==> src/rtl/pix24_pkg.sv <==
// Shared constants and types for the 24-bit pixel word unpacker.
// Assumes a fixed 32-bit word and 24-bit pixel; the dense layout
// decodes four pixels from three words.
package pix24_pkg;
    localparam int WORD_W = 32;
    localparam int PIX_W  = 24;
    localparam int BYTE_W = 8;
    localparam int RES_W  = WORD_W - PIX_W + BYTE_W;   // 16-bit residue

    typedef enum logic [1:0] {
        PH_W0 = 2'd0,
        PH_W1 = 2'd1,
        PH_W2 = 2'd2
    } phase_e;

    typedef enum logic {
        LAY_DENSE = 1'b0,
        LAY_LOOSE = 1'b1
    } layout_e;
endpackage

==> src/rtl/pix24_phase_ctrl.sv <==
// Group position tracker: the word phase within a dense group, the
// half flag that splits the third word into two pixels, and the
// layout latched at frame start. It assumes that the takes are
// already gated off in a frame-start cycle.
module pix24_phase_ctrl
    import pix24_pkg::*;
(
    input  logic    clk,
    input  logic    rst_n,
    input  logic    frame_start,
    input  logic    layout_sel,
    input  logic    word_take,
    input  logic    pix_take,
    output phase_e  phase,
    output logic    half,
    output layout_e layout
);
    phase_e  phase_q;
    logic    half_q;
    layout_e layout_q;

    // Advance the group position on each handshake; a frame start realigns it.
    always_ff @(posedge clk) begin
        if (!rst_n) begin
            phase_q  <= PH_W0;
            half_q   <= 1'b0;
            layout_q <= LAY_DENSE;
        end else if (frame_start) begin
            phase_q  <= PH_W0;
            half_q   <= 1'b0;
            layout_q <= layout_e'(layout_sel);
        end else if (layout_q == LAY_DENSE) begin
            if (phase_q == PH_W2 && !half_q && pix_take) begin
                half_q <= 1'b1;
            end else if (word_take) begin
                half_q <= 1'b0;
                case (phase_q)
                    PH_W0:   phase_q <= PH_W1;
                    PH_W1:   phase_q <= PH_W2;
                    default: phase_q <= PH_W0;
                endcase
            end
        end
    end

    assign phase  = phase_q;
    assign half   = half_q;
    assign layout = layout_q;

    a_r7_group_realigned: assert property (@(posedge clk) disable iff (!rst_n)
        frame_start |=> (phase_q == PH_W0 && !half_q));
    a_r5_half_in_last_word: assert property (@(posedge clk) disable iff (!rst_n)
        half_q |-> (phase_q == PH_W2));
    a_r8_layout_held: assert property (@(posedge clk) disable iff (!rst_n)
        !frame_start |=> $stable(layout_q));
    a_r3_phase_legal: assert property (@(posedge clk) disable iff (!rst_n)
        phase_q != 2'd3);
endmodule

==> src/rtl/pix24_residue.sv <==
// Residue register: holds the bytes of a pixel that spills into the
// next word. The first word leaves one byte, the second leaves two.
// A frame start clears it.
module pix24_residue
    import pix24_pkg::*;
(
    input  logic              clk,
    input  logic              rst_n,
    input  logic              clear,
    input  logic              load,
    input  phase_e            phase,
    input  logic [WORD_W-1:0] word,
    output logic [RES_W-1:0]  residue
);
    logic [RES_W-1:0] res_q;

    // Capture the spill-over bytes of the word being consumed.
    always_ff @(posedge clk) begin
        if (!rst_n || clear) begin
            res_q <= '0;
        end else if (load) begin
            if (phase == PH_W0)
                res_q <= {{(RES_W-BYTE_W){1'b0}}, word[WORD_W-1 -: BYTE_W]};
            else if (phase == PH_W1)
                res_q <= word[WORD_W-1 -: RES_W];
        end
    end

    assign residue = res_q;

    a_r9_residue_hold: assert property (@(posedge clk) disable iff (!rst_n)
        (!load && !clear) |=> $stable(res_q));
endmodule

==> src/rtl/pix24_lane_mux.sv <==
// Pixel assembly: picks the output pixel from the current word and
// the residue for the layout and group position. It also flags the
// one beat (third pixel of a group) that must not consume the word.
// Purely combinational.
module pix24_lane_mux
    import pix24_pkg::*;
(
    input  layout_e           layout,
    input  phase_e            phase,
    input  logic              half,
    input  logic [WORD_W-1:0] word,
    input  logic [RES_W-1:0]  residue,
    output logic [PIX_W-1:0]  pixel,
    output logic              hold_word
);
    // Select the byte lanes that form the current pixel.
    always_comb begin
        hold_word = 1'b0;
        if (layout == LAY_LOOSE) begin
            pixel = word[PIX_W-1:0];
        end else begin
            case (phase)
                PH_W0: pixel = word[PIX_W-1:0];
                PH_W1: pixel = {word[RES_W-1:0], residue[BYTE_W-1:0]};
                default: begin
                    if (half) begin
                        pixel = word[WORD_W-1 -: PIX_W];
                    end else begin
                        pixel     = {word[BYTE_W-1:0], residue};
                        hold_word = 1'b1;
                    end
                end
            endcase
        end
    end
endmodule

==> src/rtl/pix24_unpacker.sv <==
// 24-bit pixel word unpacker top. It gates both handshakes on the two
// mode enables and the frame strobe, and joins the phase tracker,
// residue and lane mux. It assumes the upstream holds in_data stable
// while in_valid is high and in_ready is low.
module pix24_unpacker
    import pix24_pkg::*;
#(
    parameter int IN_W  = WORD_W,
    parameter int OUT_W = PIX_W
) (
    input  logic             clk,
    input  logic             rst_n,
    input  logic             mode_24b_en,
    input  logic             mode_active_en,
    input  logic             layout_sel,
    input  logic             frame_start,
    input  logic             in_valid,
    input  logic [IN_W-1:0]  in_data,
    output logic             in_ready,
    output logic             out_valid,
    output logic [OUT_W-1:0] out_pixel,
    input  logic             out_ready
);
    logic             run;
    logic             word_take;
    logic             pix_take;
    logic             hold_word;
    phase_e           phase;
    logic             half;
    layout_e          layout;
    logic [RES_W-1:0] residue;

    // Active only with both modes on and outside a frame-start cycle.
    assign run       = mode_24b_en && mode_active_en && !frame_start;
    assign out_valid = run && in_valid;
    assign in_ready  = run && out_ready && !hold_word;
    assign word_take = in_valid && in_ready;
    assign pix_take  = out_valid && out_ready;

    pix24_phase_ctrl u_ctrl (
        .clk         (clk),
        .rst_n       (rst_n),
        .frame_start (frame_start),
        .layout_sel  (layout_sel),
        .word_take   (word_take),
        .pix_take    (pix_take),
        .phase       (phase),
        .half        (half),
        .layout      (layout)
    );

    pix24_residue u_res (
        .clk     (clk),
        .rst_n   (rst_n),
        .clear   (frame_start),
        .load    (word_take),
        .phase   (phase),
        .word    (in_data),
        .residue (residue)
    );

    pix24_lane_mux u_mux (
        .layout    (layout),
        .phase     (phase),
        .half      (half),
        .word      (in_data),
        .residue   (residue),
        .pixel     (out_pixel),
        .hold_word (hold_word)
    );

    a_r9_stall_freezes: assert property (@(posedge clk) disable iff (!rst_n)
        (out_valid && !out_ready && !frame_start) |=> ($stable(phase) && $stable(half) && $stable(residue)));
    a_r1_off_freezes: assert property (@(posedge clk) disable iff (!rst_n)
        (!(mode_24b_en && mode_active_en) && !frame_start) |=> ($stable(phase) && $stable(half)));
    a_r5_third_pixel_no_take: assert property (@(posedge clk) disable iff (!rst_n)
        (layout == LAY_DENSE && phase == PH_W2 && !half) |-> !word_take);
endmodule

==> config.mk <==
export PLATFORM = sky130hd
export DESIGN_NAME = pix24_unpacker
export DESIGN_NICKNAME = d
export VERILOG_FILES = /design/src/rtl/pix24_pkg.sv /design/src/rtl/pix24_phase_ctrl.sv /design/src/rtl/pix24_residue.sv /design/src/rtl/pix24_lane_mux.sv /design/src/rtl/pix24_unpacker.sv
export SDC_FILE = /design/constraint.sdc
export NUM_CORES = 1
export LEC_CHECK = 0
export ABC_AREA = 1
export BUFFER_PORTS_ARGS = -buffer_cell sky130_fd_sc_hd__buf_2
export CAP_MARGIN = 20
export CORE_AREA = 2 2 73 89
export CTS_CLUSTER_DIAMETER = 150
export DETAILED_ROUTE_END_ITERATION = 6
export DIE_AREA = 0 0 75 91
export GPL_ROUTABILITY_DRIVEN = 0
export PLACE_DENSITY = 0.6
export SLEW_MARGIN = 20
export SYNTH_ARGS = -nofsm -noshare
export SYNTH_HDL_FRONTEND = slang
export SYNTH_SLANG_ARGS = --single-unit
==> constraint.sdc <==
create_clock -name clk -period 2.1 [get_ports clk]
set_clock_uncertainty 0.2 [all_clocks]
set_input_delay 0.42 -clock clk [delete_from_list [all_inputs] [get_ports clk]]
set_output_delay 0.42 -clock clk [all_outputs]
set_load 0.01 [all_outputs]
==> flow_summary.yaml <==
worst_setup_path:
  arrival_ns: 1.46
  start_kind: "flip-flop"
  cp-end-kind: "output port"
  worstRegToRegCells: 9
  timing_worst_setup_path_type: "flip-flop to output port"
  worstPathRequired_ns: 1.48
  crit_path_max_fanout: 16
sta:
  fin_crit_sh: 0.990
  relSlewSlack: 0.748
  maxSlewViolCount: 0
  rsz0062_at_grt: "yes"
  max_freq_ghz: 0.481
  fin_setup_tns_ns: 0
  worstMarginPinSlew_ns: 0.378
  fin_ws_ns: 0.0201
  fin_crit_ns: 2.08
  timing_hold_violations_final: 0
  finalSetupViolCount: 0
floorplanning:
  row_count: 31
  pin_count: 66
  dieArea_mm2: 0.00683
  core_area_mm2: 0.00593
  die_y_um: 91
  start_util: 0.272
  die_x_um: 75
layout:
  nets: 391
  syn_to_final_growth_pct: 40.4
  antennaDiodeCount: 0
  final_layout_size_suffix_gt1_frac: 0.320
  final_cell_area_mm2: 0.00227
  final_cell_mix: "buf_2 (65), inv_1 (42), nand2_1 (39)"
  stdcell_count: 432
  final_common_cell: "buf_2"
detailed_routing:
  wire_per_inst_um: 13.2
  first_pass_iters: 4
  vias_per_cell: 4.79
  drt_iter0_markers: 123
  wirelength_mm: 5.71
  ant_nets: 0
  drcViolationCount: 0
  vias: 2068
grt:
  grt_pass1_vias: 1926
  grt_antenna_before_repair: 0
  grt_util_met3: 0.0244
  grt_max_degree: 20
  gr-total-overflow: 0
  grt_util_met1: 0.207
  grtUsageTotal: 0.169
  gr-max-usage-layer: "met2"
  grt_pass1_wl_mm: 8.99
  grt_use_met2: 0.287
clock_tree:
  htreeDepth: 1
  holdBufCountCts: 0
  clock_latency_ns: 0.27
  clk_path_buf_depth: 2
  numCtsBuffers: 3
  cts.reportedPaths.clkPinSlew_ns: 0.08
  cts_num_sinks: 20
  cts_tree: "done"
  cts-root-buf: "clkbuf_8"
placed_design:
  placed_area_mm2: 0.00207
  pre_cts_slack_ns: 0.0227
  dpl.cell_count: 425
  port_buffers: 65
  dp.final_hpwl_mm: 4.28
synth:
  synthCells: 276
  synth.distinct_cells: 22
  synth_area_per_cell_um2: 5.85
  syn-cell-area_mm2: 0.00162
  synthFlopType: "dfxtp_1"
  yosys.area.top_type: "dfxtp_1"
  ys_ff_latch: 20
  syn-num-nets: 316
  yosys_warnings: 0
  synthArstFlopShare: 0
  synth_area_leaders: "dfxtp_1 (25%), o21ai_0 (12%), inv_1 (9.8%)"
  synth.top_cell.area_share: 0.248
  synth_edf_count: 0
  synth-seq-area-share: 0.248
power:
  pwr_density_cell_mw_per_mm2: 420
  peakVddDrop_mv: 0.252
  p_leak_uw: 0.000999
run_status:
  status: "finished clean"
worst_hold_path:
  holdCritPathClass: "input port to flip-flop"
  hold_path_depth: 3
job:
  drv_cap: 0
report_power, final:
| group | switching [µW] | leakage, µW | internal (µW) |
|---|---|---|---|
| Clock | 138 | 0.0000357 | 255 |
| Combinational | 105 | 0.000799 | 74.7 |
| Sequential | 2.82 | 0.000164 | 378 |
per-stage QoR:
stage | total power (µW) | utilization | hold WS [ns]
finish | 953 | 0.382 | 0.207
global route | 997 | 0.382 | 0.246
CTS | 964 | 0.368 | 0.202
detailed placement | 570 | 0.349 | 0.260
global placement | 570 | 0.349 | 0.251
floorplan | 477 | - | 0.237
what timing repair did:
item                       in CTS  in global routing
pin swaps                       0                  2
setup endpoints to repair      24                 16
buffers inserted                1                  2
gates resized for setup        14                 30
state kept, by name (all words and copies together), names as in the netlist:
signal	count
u_res.residue	16
u_ctrl.half	1
u_ctrl.phase	2
u_ctrl.layout	1
routing by layer:
layer,wire (µm),vias up
met5,0,-
met4,87,0
met3,467,10
met2,2720,90
met1,2430,909
li1,-,1059
final cells by class:
class / instances / area (µm²)
inverters: 45 / 171
multi-input cells: 197 / 1020
repair buffers: 84 / 488
clock inverters: 1 / 30.0
clock buffers: 3 / 41.3
well taps: 82 / 103
flip-flops and latches: 20 / 412
fillers: 680 / 3670
synth_stat cells, types with 3 or more instances:
library cell / count
a21oi_1: 21
nand2_1: 41
o21ai_0: 39
o22ai_1: 12
inv_1: 42
nand3_2: 3
clkbuf_1: 4
nand3_1: 30
inv_2: 3
nand2_2: 3
buf_4: 3
dfxtp_1: 20
buf_2: 3
nor2_1: 37
o221ai_1: 5
critical path, stage by stage (launching register included):
cell and delay [ns]:
dfxtp_4 0.43, nand2_4 0.09, buf_12 0.16, o22ai_1 0.15, nand2_1 0.07, o21ai_0 0.11, buf_2 0.18
path summary, 6_finish.rpt:
check                      endpoint         startpoint  slack [ns]
hold / removal        u_ctrl.layout              rst_n        0.21
setup / recovery       out_pixel[7]    u_ctrl.phase[1]        0.02
setup reg to reg   u_res.residue[1]    u_ctrl.phase[1]        0.29
hold reg to reg   u_res.residue[14]  u_res.residue[14]        0.27
cell families (layout without fill, tap and decap cells):
| logic type | count (synthesis) | in the layout | synth area share |
|---|---|---|---|
| compound gates | 78 | 78 | 0.263 |
| buf+inv | 59 | 133 | 0.163 |
| flops | 20 | 20 | 0.248 |
| simple gates | 119 | 119 | 0.327 |
No activity file was read; power rests on OpenSTA's default activity.
